**config.mk**
```make
export PLATFORM = sky130hd
export DESIGN_NAME = spi_status_wp
export DESIGN_NICKNAME = d
export VERILOG_FILES = /design/src/rtl/spi_sr_pkg.sv /design/src/rtl/spi_sr_sync.sv /design/src/rtl/spi_sr_frame.sv /design/src/rtl/spi_sr_regs.sv /design/src/rtl/spi_status_wp.sv
export SDC_FILE = /design/constraint.sdc
export NUM_CORES = 1
export LEC_CHECK = 0
export ABC_CLOCK_PERIOD_IN_PS = 2400
export BUFFER_PORTS_ARGS = -buffer_cell sky130_fd_sc_hd__buf_2
export CAP_MARGIN = 20
export CORE_MARGIN = 2
export CORE_UTILIZATION = 45
export CTS_CLUSTER_DIAMETER = 120
export DETAILED_ROUTE_END_ITERATION = 8
export SLEW_MARGIN = 15
export SYNTH_ARGS = -nofsm -noshare
export SYNTH_HDL_FRONTEND = slang
export SYNTH_HIERARCHICAL = 1
export SYNTH_SLANG_ARGS = --single-unit
```
**constraint.sdc**
```tcl
create_clock -name clk -period 2.4 [get_ports clk]
set_clock_uncertainty 0.15 [all_clocks]
set_input_delay 0.48 -clock clk [delete_from_list [all_inputs] [get_ports clk]]
set_output_delay 0.48 -clock clk [all_outputs]
set_load 0.02 [all_outputs]
```
**src/rtl/spi_sr_pkg.sv**
```systemverilog
// Package: command codes and status bit positions shared by the status block.
// Assumes one status byte of eight bits; positions are fixed by the read-back layout.
package spi_sr_pkg;
    localparam int BYTE_W = 8;
    localparam logic [7:0] OP_SET_LATCH  = 8'h06;
    localparam logic [7:0] OP_READ_STAT  = 8'h05;
    localparam logic [7:0] OP_WRITE_STAT = 8'h01;
    localparam int SB_LOCK   = 7;
    localparam int SB_BP_HI  = 4;
    localparam int SB_BP_LO  = 2;
    localparam int SB_LATCH  = 1;
    localparam int SB_BUSY   = 0;
    localparam int BP_W      = SB_BP_HI - SB_BP_LO + 1;
endpackage

```
**src/rtl/spi_sr_sync.sv**
```systemverilog
// Module: multi-stage synchronizer bank for asynchronous pins.
// Assumes STAGES >= 2; each bit resets to its own RST_VAL bit.
module spi_sr_sync #(
    parameter int W = 4,
    parameter int STAGES = 2,
    parameter logic [W-1:0] RST_VAL = '0
) (
    input  logic         clk,
    input  logic         rst_n,
    input  logic [W-1:0] d_in,
    output logic [W-1:0] q_out
);
    for (genvar g = 0; g < W; g++) begin : g_bit
        logic [STAGES-1:0] ff;
        // Shift the pin value through the flop chain.
        always_ff @(posedge clk) begin
            if (!rst_n) ff <= {STAGES{RST_VAL[g]}};
            else        ff <= {ff[STAGES-2:0], d_in[g]};
        end
        assign q_out[g] = ff[STAGES-1];
    end
endmodule

```
**src/rtl/spi_sr_frame.sv**
```systemverilog
// Module: SPI frame engine. Detects edges on synchronized pins, assembles bytes
// on rising SCLK, counts whole bytes, and shifts the status byte out on falling
// SCLK once a read command has been received.
// Assumes inputs already synchronized and SCLK half period >= 4 system clocks.
module spi_sr_frame
    import spi_sr_pkg::*;
(
    input  logic             clk,
    input  logic             rst_n,
    input  logic             cs_s,
    input  logic             sclk_s,
    input  logic             mosi_s,
    input  logic [BYTE_W-1:0] status_in,
    output logic             frame_end,
    output logic [BYTE_W-1:0] opcode,
    output logic [BYTE_W-1:0] data_byte,
    output logic [1:0]       nbytes,
    output logic             aligned,
    output logic             miso
);
    localparam int BC_W = $clog2(BYTE_W);

    logic              cs_d, sclk_d;
    logic              sclk_rise, sclk_fall;
    logic [BC_W-1:0]   bit_cnt;
    logic [BYTE_W-1:0] shreg;
    logic [BYTE_W-1:0] next_byte;
    logic              rd_active;
    logic [BC_W-1:0]   out_idx;
    logic [BYTE_W-1:0] tx_snap;
    logic              miso_q;

    assign sclk_rise = !cs_s &&  sclk_s && !sclk_d;
    assign sclk_fall = !cs_s && !sclk_s &&  sclk_d;
    assign frame_end =  cs_s && !cs_d;
    assign next_byte = {shreg[BYTE_W-2:0], mosi_s};
    assign aligned   = (bit_cnt == '0);
    assign miso      = miso_q;

    // Delayed copies of the pins for edge detection.
    always_ff @(posedge clk) begin
        if (!rst_n) begin
            cs_d   <= 1'b1;
            sclk_d <= 1'b0;
        end else begin
            cs_d   <= cs_s;
            sclk_d <= sclk_s;
        end
    end

    // Input side: bit counter, byte assembly, byte count, read detection.
    always_ff @(posedge clk) begin
        if (!rst_n) begin
            bit_cnt   <= '0;
            shreg     <= '0;
            nbytes    <= '0;
            opcode    <= '0;
            data_byte <= '0;
            rd_active <= 1'b0;
        end else if (cs_s) begin
            bit_cnt   <= '0;
            nbytes    <= '0;
            rd_active <= 1'b0;
        end else if (sclk_rise) begin
            shreg   <= next_byte;
            bit_cnt <= bit_cnt + 1'b1;
            if (bit_cnt == BC_W'(BYTE_W - 1)) begin
                if (nbytes != 2'd3) nbytes <= nbytes + 2'd1;
                if (nbytes == 2'd0) begin
                    opcode <= next_byte;
                    if (next_byte == OP_READ_STAT) rd_active <= 1'b1;
                end
                if (nbytes == 2'd1) data_byte <= next_byte;
            end
        end
    end

    // Output side: snapshot status at each byte start, present one bit per falling edge.
    always_ff @(posedge clk) begin
        if (!rst_n) begin
            out_idx <= BC_W'(BYTE_W - 1);
            tx_snap <= '0;
            miso_q  <= 1'b0;
        end else if (cs_s) begin
            out_idx <= BC_W'(BYTE_W - 1);
            miso_q  <= 1'b0;
        end else if (sclk_fall && rd_active) begin
            if (out_idx == BC_W'(BYTE_W - 1)) begin
                tx_snap <= status_in;
                miso_q  <= status_in[BYTE_W-1];
            end else begin
                miso_q  <= tx_snap[out_idx];
            end
            out_idx <= out_idx - 1'b1;
        end
    end
endmodule

```
**src/rtl/spi_sr_regs.sv**
```systemverilog
// Module: status register, protection gating and self-timed write window.
// Commands are judged at the end of a frame using the byte count and alignment.
// Assumes WR_CYCLES >= 1; wp_s is already synchronized.
module spi_sr_regs
    import spi_sr_pkg::*;
#(
    parameter int WR_CYCLES = 64
) (
    input  logic              clk,
    input  logic              rst_n,
    input  logic              frame_end,
    input  logic [BYTE_W-1:0] opcode,
    input  logic [BYTE_W-1:0] data_byte,
    input  logic [1:0]        nbytes,
    input  logic              aligned,
    input  logic              wp_s,
    output logic [BYTE_W-1:0] status,
    output logic [BP_W-1:0]   bp
);
    localparam int CW = $clog2(WR_CYCLES + 1);

    logic          lock_bit, latch, busy;
    logic [CW-1:0] cnt;
    logic          hw_locked, do_latch, do_write;
    logic          unused_data;

    assign unused_data = ^{data_byte[6:5], data_byte[1:0]};
    assign hw_locked   = lock_bit && !wp_s;
    assign do_latch    = frame_end && aligned && (nbytes == 2'd1)
                         && (opcode == OP_SET_LATCH) && !busy;
    assign do_write    = frame_end && aligned && (nbytes == 2'd2)
                         && (opcode == OP_WRITE_STAT) && !busy && latch && !hw_locked;

    // Assemble the visible status byte.
    always_comb begin
        status           = '0;
        status[SB_LOCK]  = lock_bit;
        status[SB_BP_HI:SB_BP_LO] = bp;
        status[SB_LATCH] = latch;
        status[SB_BUSY]  = busy;
    end

    // Update configuration, latch and busy window.
    always_ff @(posedge clk) begin
        if (!rst_n) begin
            lock_bit <= 1'b0;
            bp       <= '0;
            latch    <= 1'b0;
            busy     <= 1'b0;
            cnt      <= '0;
        end else if (do_write) begin
            lock_bit <= data_byte[SB_LOCK];
            bp       <= data_byte[SB_BP_HI:SB_BP_LO];
            busy     <= 1'b1;
            cnt      <= CW'(WR_CYCLES - 1);
        end else if (busy) begin
            if (cnt == '0) begin
                busy  <= 1'b0;
                latch <= 1'b0;
            end else begin
                cnt <= cnt - 1'b1;
            end
        end else if (do_latch) begin
            latch <= 1'b1;
        end
    end
endmodule

```
**src/rtl/spi_status_wp.sv**
```systemverilog
// Module: top of the status-register slice. Synchronizes the pins, runs the
// frame engine and the protected status register, and exports the protect field.
// Assumes SCLK far slower than clk; MISO is driven low when not reading.
module spi_status_wp
    import spi_sr_pkg::*;
#(
    parameter int WR_CYCLES = 64,
    parameter int SYNC_STAGES = 2
) (
    input  logic            clk,
    input  logic            rst_n,
    input  logic            cs_n,
    input  logic            sclk,
    input  logic            mosi,
    input  logic            wp_n,
    output logic            miso,
    output logic [BP_W-1:0] bp_out
);
    logic              cs_s, sclk_s, mosi_s, wp_s;
    logic              frame_end, aligned;
    logic [BYTE_W-1:0] opcode, data_byte, status;
    logic [1:0]        nbytes;

    spi_sr_sync #(.W(4), .STAGES(SYNC_STAGES), .RST_VAL(4'b1001)) i_sync (
        .clk(clk), .rst_n(rst_n),
        .d_in({cs_n, sclk, mosi, wp_n}),
        .q_out({cs_s, sclk_s, mosi_s, wp_s})
    );

    spi_sr_frame i_frame (
        .clk(clk), .rst_n(rst_n),
        .cs_s(cs_s), .sclk_s(sclk_s), .mosi_s(mosi_s),
        .status_in(status),
        .frame_end(frame_end), .opcode(opcode), .data_byte(data_byte),
        .nbytes(nbytes), .aligned(aligned), .miso(miso)
    );

    spi_sr_regs #(.WR_CYCLES(WR_CYCLES)) i_regs (
        .clk(clk), .rst_n(rst_n),
        .frame_end(frame_end), .opcode(opcode), .data_byte(data_byte),
        .nbytes(nbytes), .aligned(aligned), .wp_s(wp_s),
        .status(status), .bp(bp_out)
    );
endmodule

```
==> flow_metrics.py <==
metrics = {
    "status": {
        "status": "finished clean",
    },
    "global_routing": {
        "grtUsageTotal_pct": 17.5,
        "grt_pass1_vias": 1757,
        "grt-ovfl-total": 0,
        "grt_pass1_wl_um": 8590,
        "grt_max_degree": 28,
        "antenna_found_initial": 0,
    },
    "timing": {
        "rsz0062_at_grt": "false",
        "fin_crit_sh_pct": 88.3,
        "final_hold_viol_count": 0,
        "timing.fmax_mhz": 472,
        "fin_crit_ps": 2120,
        "setup_tns_ps": 0,
        "whs_ps": 170,
        "relSlewSlack_pct": 64.2,
        "tightest_slew_ps": 533,
        "drv_slew": 0,
        "final-setup-viol-count": 0,
    },
    "detailed_routing": {
        "routedWlPerCell_um": 13.8,
        "dr.first_iter.drc_count": 57,
        "remaining_drc_errors": 0,
        "drtPass1Iterations": 4,
        "wirelength_um": 5120,
        "vias": 1989,
        "vias_per_cell": 5.38,
        "antenna_left": 0,
    },
    "critical_path": {
        "crit_type": "flop to flop",
        "cp_cell_sequence": "inv_1, ha_1, or3b_2, nor3_1, nor3_1, o31a_1",
        "cp-start-kind": "flop",
        "slowest_delay_ps": 510,
        "crit_path_frequent_cell": "nor3_1",
        "path_max_fanout": 4,
        "cp.arrival_ps": 2200,
        "cp-end-kind": "flop",
        "required_ps": 2480,
        "slowest_stage": "or3b_2",
    },
    "synthesis": {
        "syn_area_mm2": 0.00269,
        "ys_warn_count": 6,
        "synth.avg_cell_area_um2": 9.22,
        "synthCells": 292,
    },
    "clocking": {
        "clk_latency_ps": 340,
        "holdBufCountCts": 0,
        "cts_buffers": 9,
        "cts_buffer_depth": 2,
        "clock_sinks": 60,
        "htree_num_levels": 3,
        "cts_resized": 0,
        "clockRootBuffer": "clkbuf_8",
        "cts.clk_slew.worst_paths_ps": 60,
        "cts_setup_buffers": 0,
        "cts_tree": "built",
    },
    "power": {
        "p_leak_nw": 1.05,
        "ir_drop_v": 0.000408,
        "cellPowerDensity_mw_per_mm2": 651,
    },
    "job": {
        "cap_violations": 0,
    },
    "floorplanning": {
        "dieArea_mm2": 0.00662,
        "die-width_um": 81.3,
        "fp-row-count": 28,
        "initial_utilization_pct": 46.0,
        "die_h_um": 81.3,
        "boundaryPins": 10,
        "core-area_mm2": 0.00585,
    },
    "placement": {
        "gp_congestion": 0.838,
        "place_area_mm2": 0.00268,
        "io_buffers": 9,
        "hpwl_um": 3560,
    },
    "cells_and_area": {
        "antenna_cells": 0,
        "design_area_mm2": 0.00287,
        "fillers": 553,
        "area_growth_pct": 6.46,
        "final_util_pct": 49.0,
        "drive_above_1_share_pct": 11.2,
        "nNetsFinal": 306,
    },
    "hold_path": {
        "hold_path.class": "input port to flop",
    },
}
through the flow:
| step | power, mW | cells | setup slack (ps) |
|---|---|---|---|
| 2_1_floorplan | 1.05 | 293 | 478 |
| 3_3_place_gp | 1.06 | 354 | 360 |
| 3_5_place_dp | 1.06 | 354 | 285 |
| 4_1_cts | 1.89 | 370 | 275 |
| 5_1_grt | 1.94 | 370 | 173 |
| 6_report | 1.86 | 370 | 280 |
flip-flops by register name, summed over array words and instances, names as in the netlist, 2 cells and up:
name	flops
i_frame/shreg	7
i_sync/g_bit.ff	8
i_frame/opcode	8
i_frame/nbytes	2
i_regs/bp	3
i_regs/cnt	7
i_frame/tx_snap	8
i_frame/data_byte	4
i_frame/bit_cnt	3
i_frame/out_idx	3
critical path, delay by kind of cell, from the launching register on:
kind            cells  cell delay [ps]
buf+inv             1              110
simple gates        3              980
compound gates      1              290
fa+ha+maj           1              180
flops               1              300
final timing paths:
kind                               from               endpoint  slack [ps]  cells after the start
setup / recovery          i_regs/cnt[0]          i_regs/cnt[3]         280                      6
hold / removal                     wp_n  i_sync/g_bit[0].ff[0]         170                      2
setup reg to reg          i_regs/cnt[0]          i_regs/cnt[3]         280                      6
hold reg to reg   i_sync/g_bit[3].ff[0]  i_sync/g_bit[3].ff[1]         250                      1
per-layer routing:
| metal | global-route usage (%) | vias to the layer above | part of all wire (%) |
|---|---|---|---|
| met3 | 7.67 | 4 | 5.2 |
| met5 | 0 | - | 0 |
| li1 | - | 1019 | - |
| met2 | 26.3 | 40 | 46 |
| met4 | 5.59 | 0 | 0.66 |
| met1 | 22.6 | 926 | 48 |
power by group:
group	switching [mW]	internal, mW	total [mW]
combinational	0.0199	0.0128	0.0328
sequential	0.00402	1.00	1.01
clock	0.365	0.459	0.824
total	0.389	1.47	1.86
placed cells by master, fill, tap and decap left out, drive strengths merged, types with 3 or more instances in the layout:
cell type,instances
a31oi,3
mux2i,11
nor4b,3
nor2b,3
and2,9
o21ai,28
nor3,6
a21oi,30
dfxtp,60
buf,12
ha,10
nand3,28
nand2,7
nor2,14
inv,15
o31a,3
clkbuf,15
nand2b,4
area by class of cell:
type,count,area (um^2),share of cell area (%)
multi-input cells,191,1260,44.0
flip-flops and latches,60,1200,41.9
clock buffers,15,176,6.16
well taps,75,93.8,3.28
repair buffers,12,67.6,2.36
inverters,16,60.1,2.10
clock inverters,1,5.00,0.175
No activity file was read; power rests on OpenSTA's default activity.
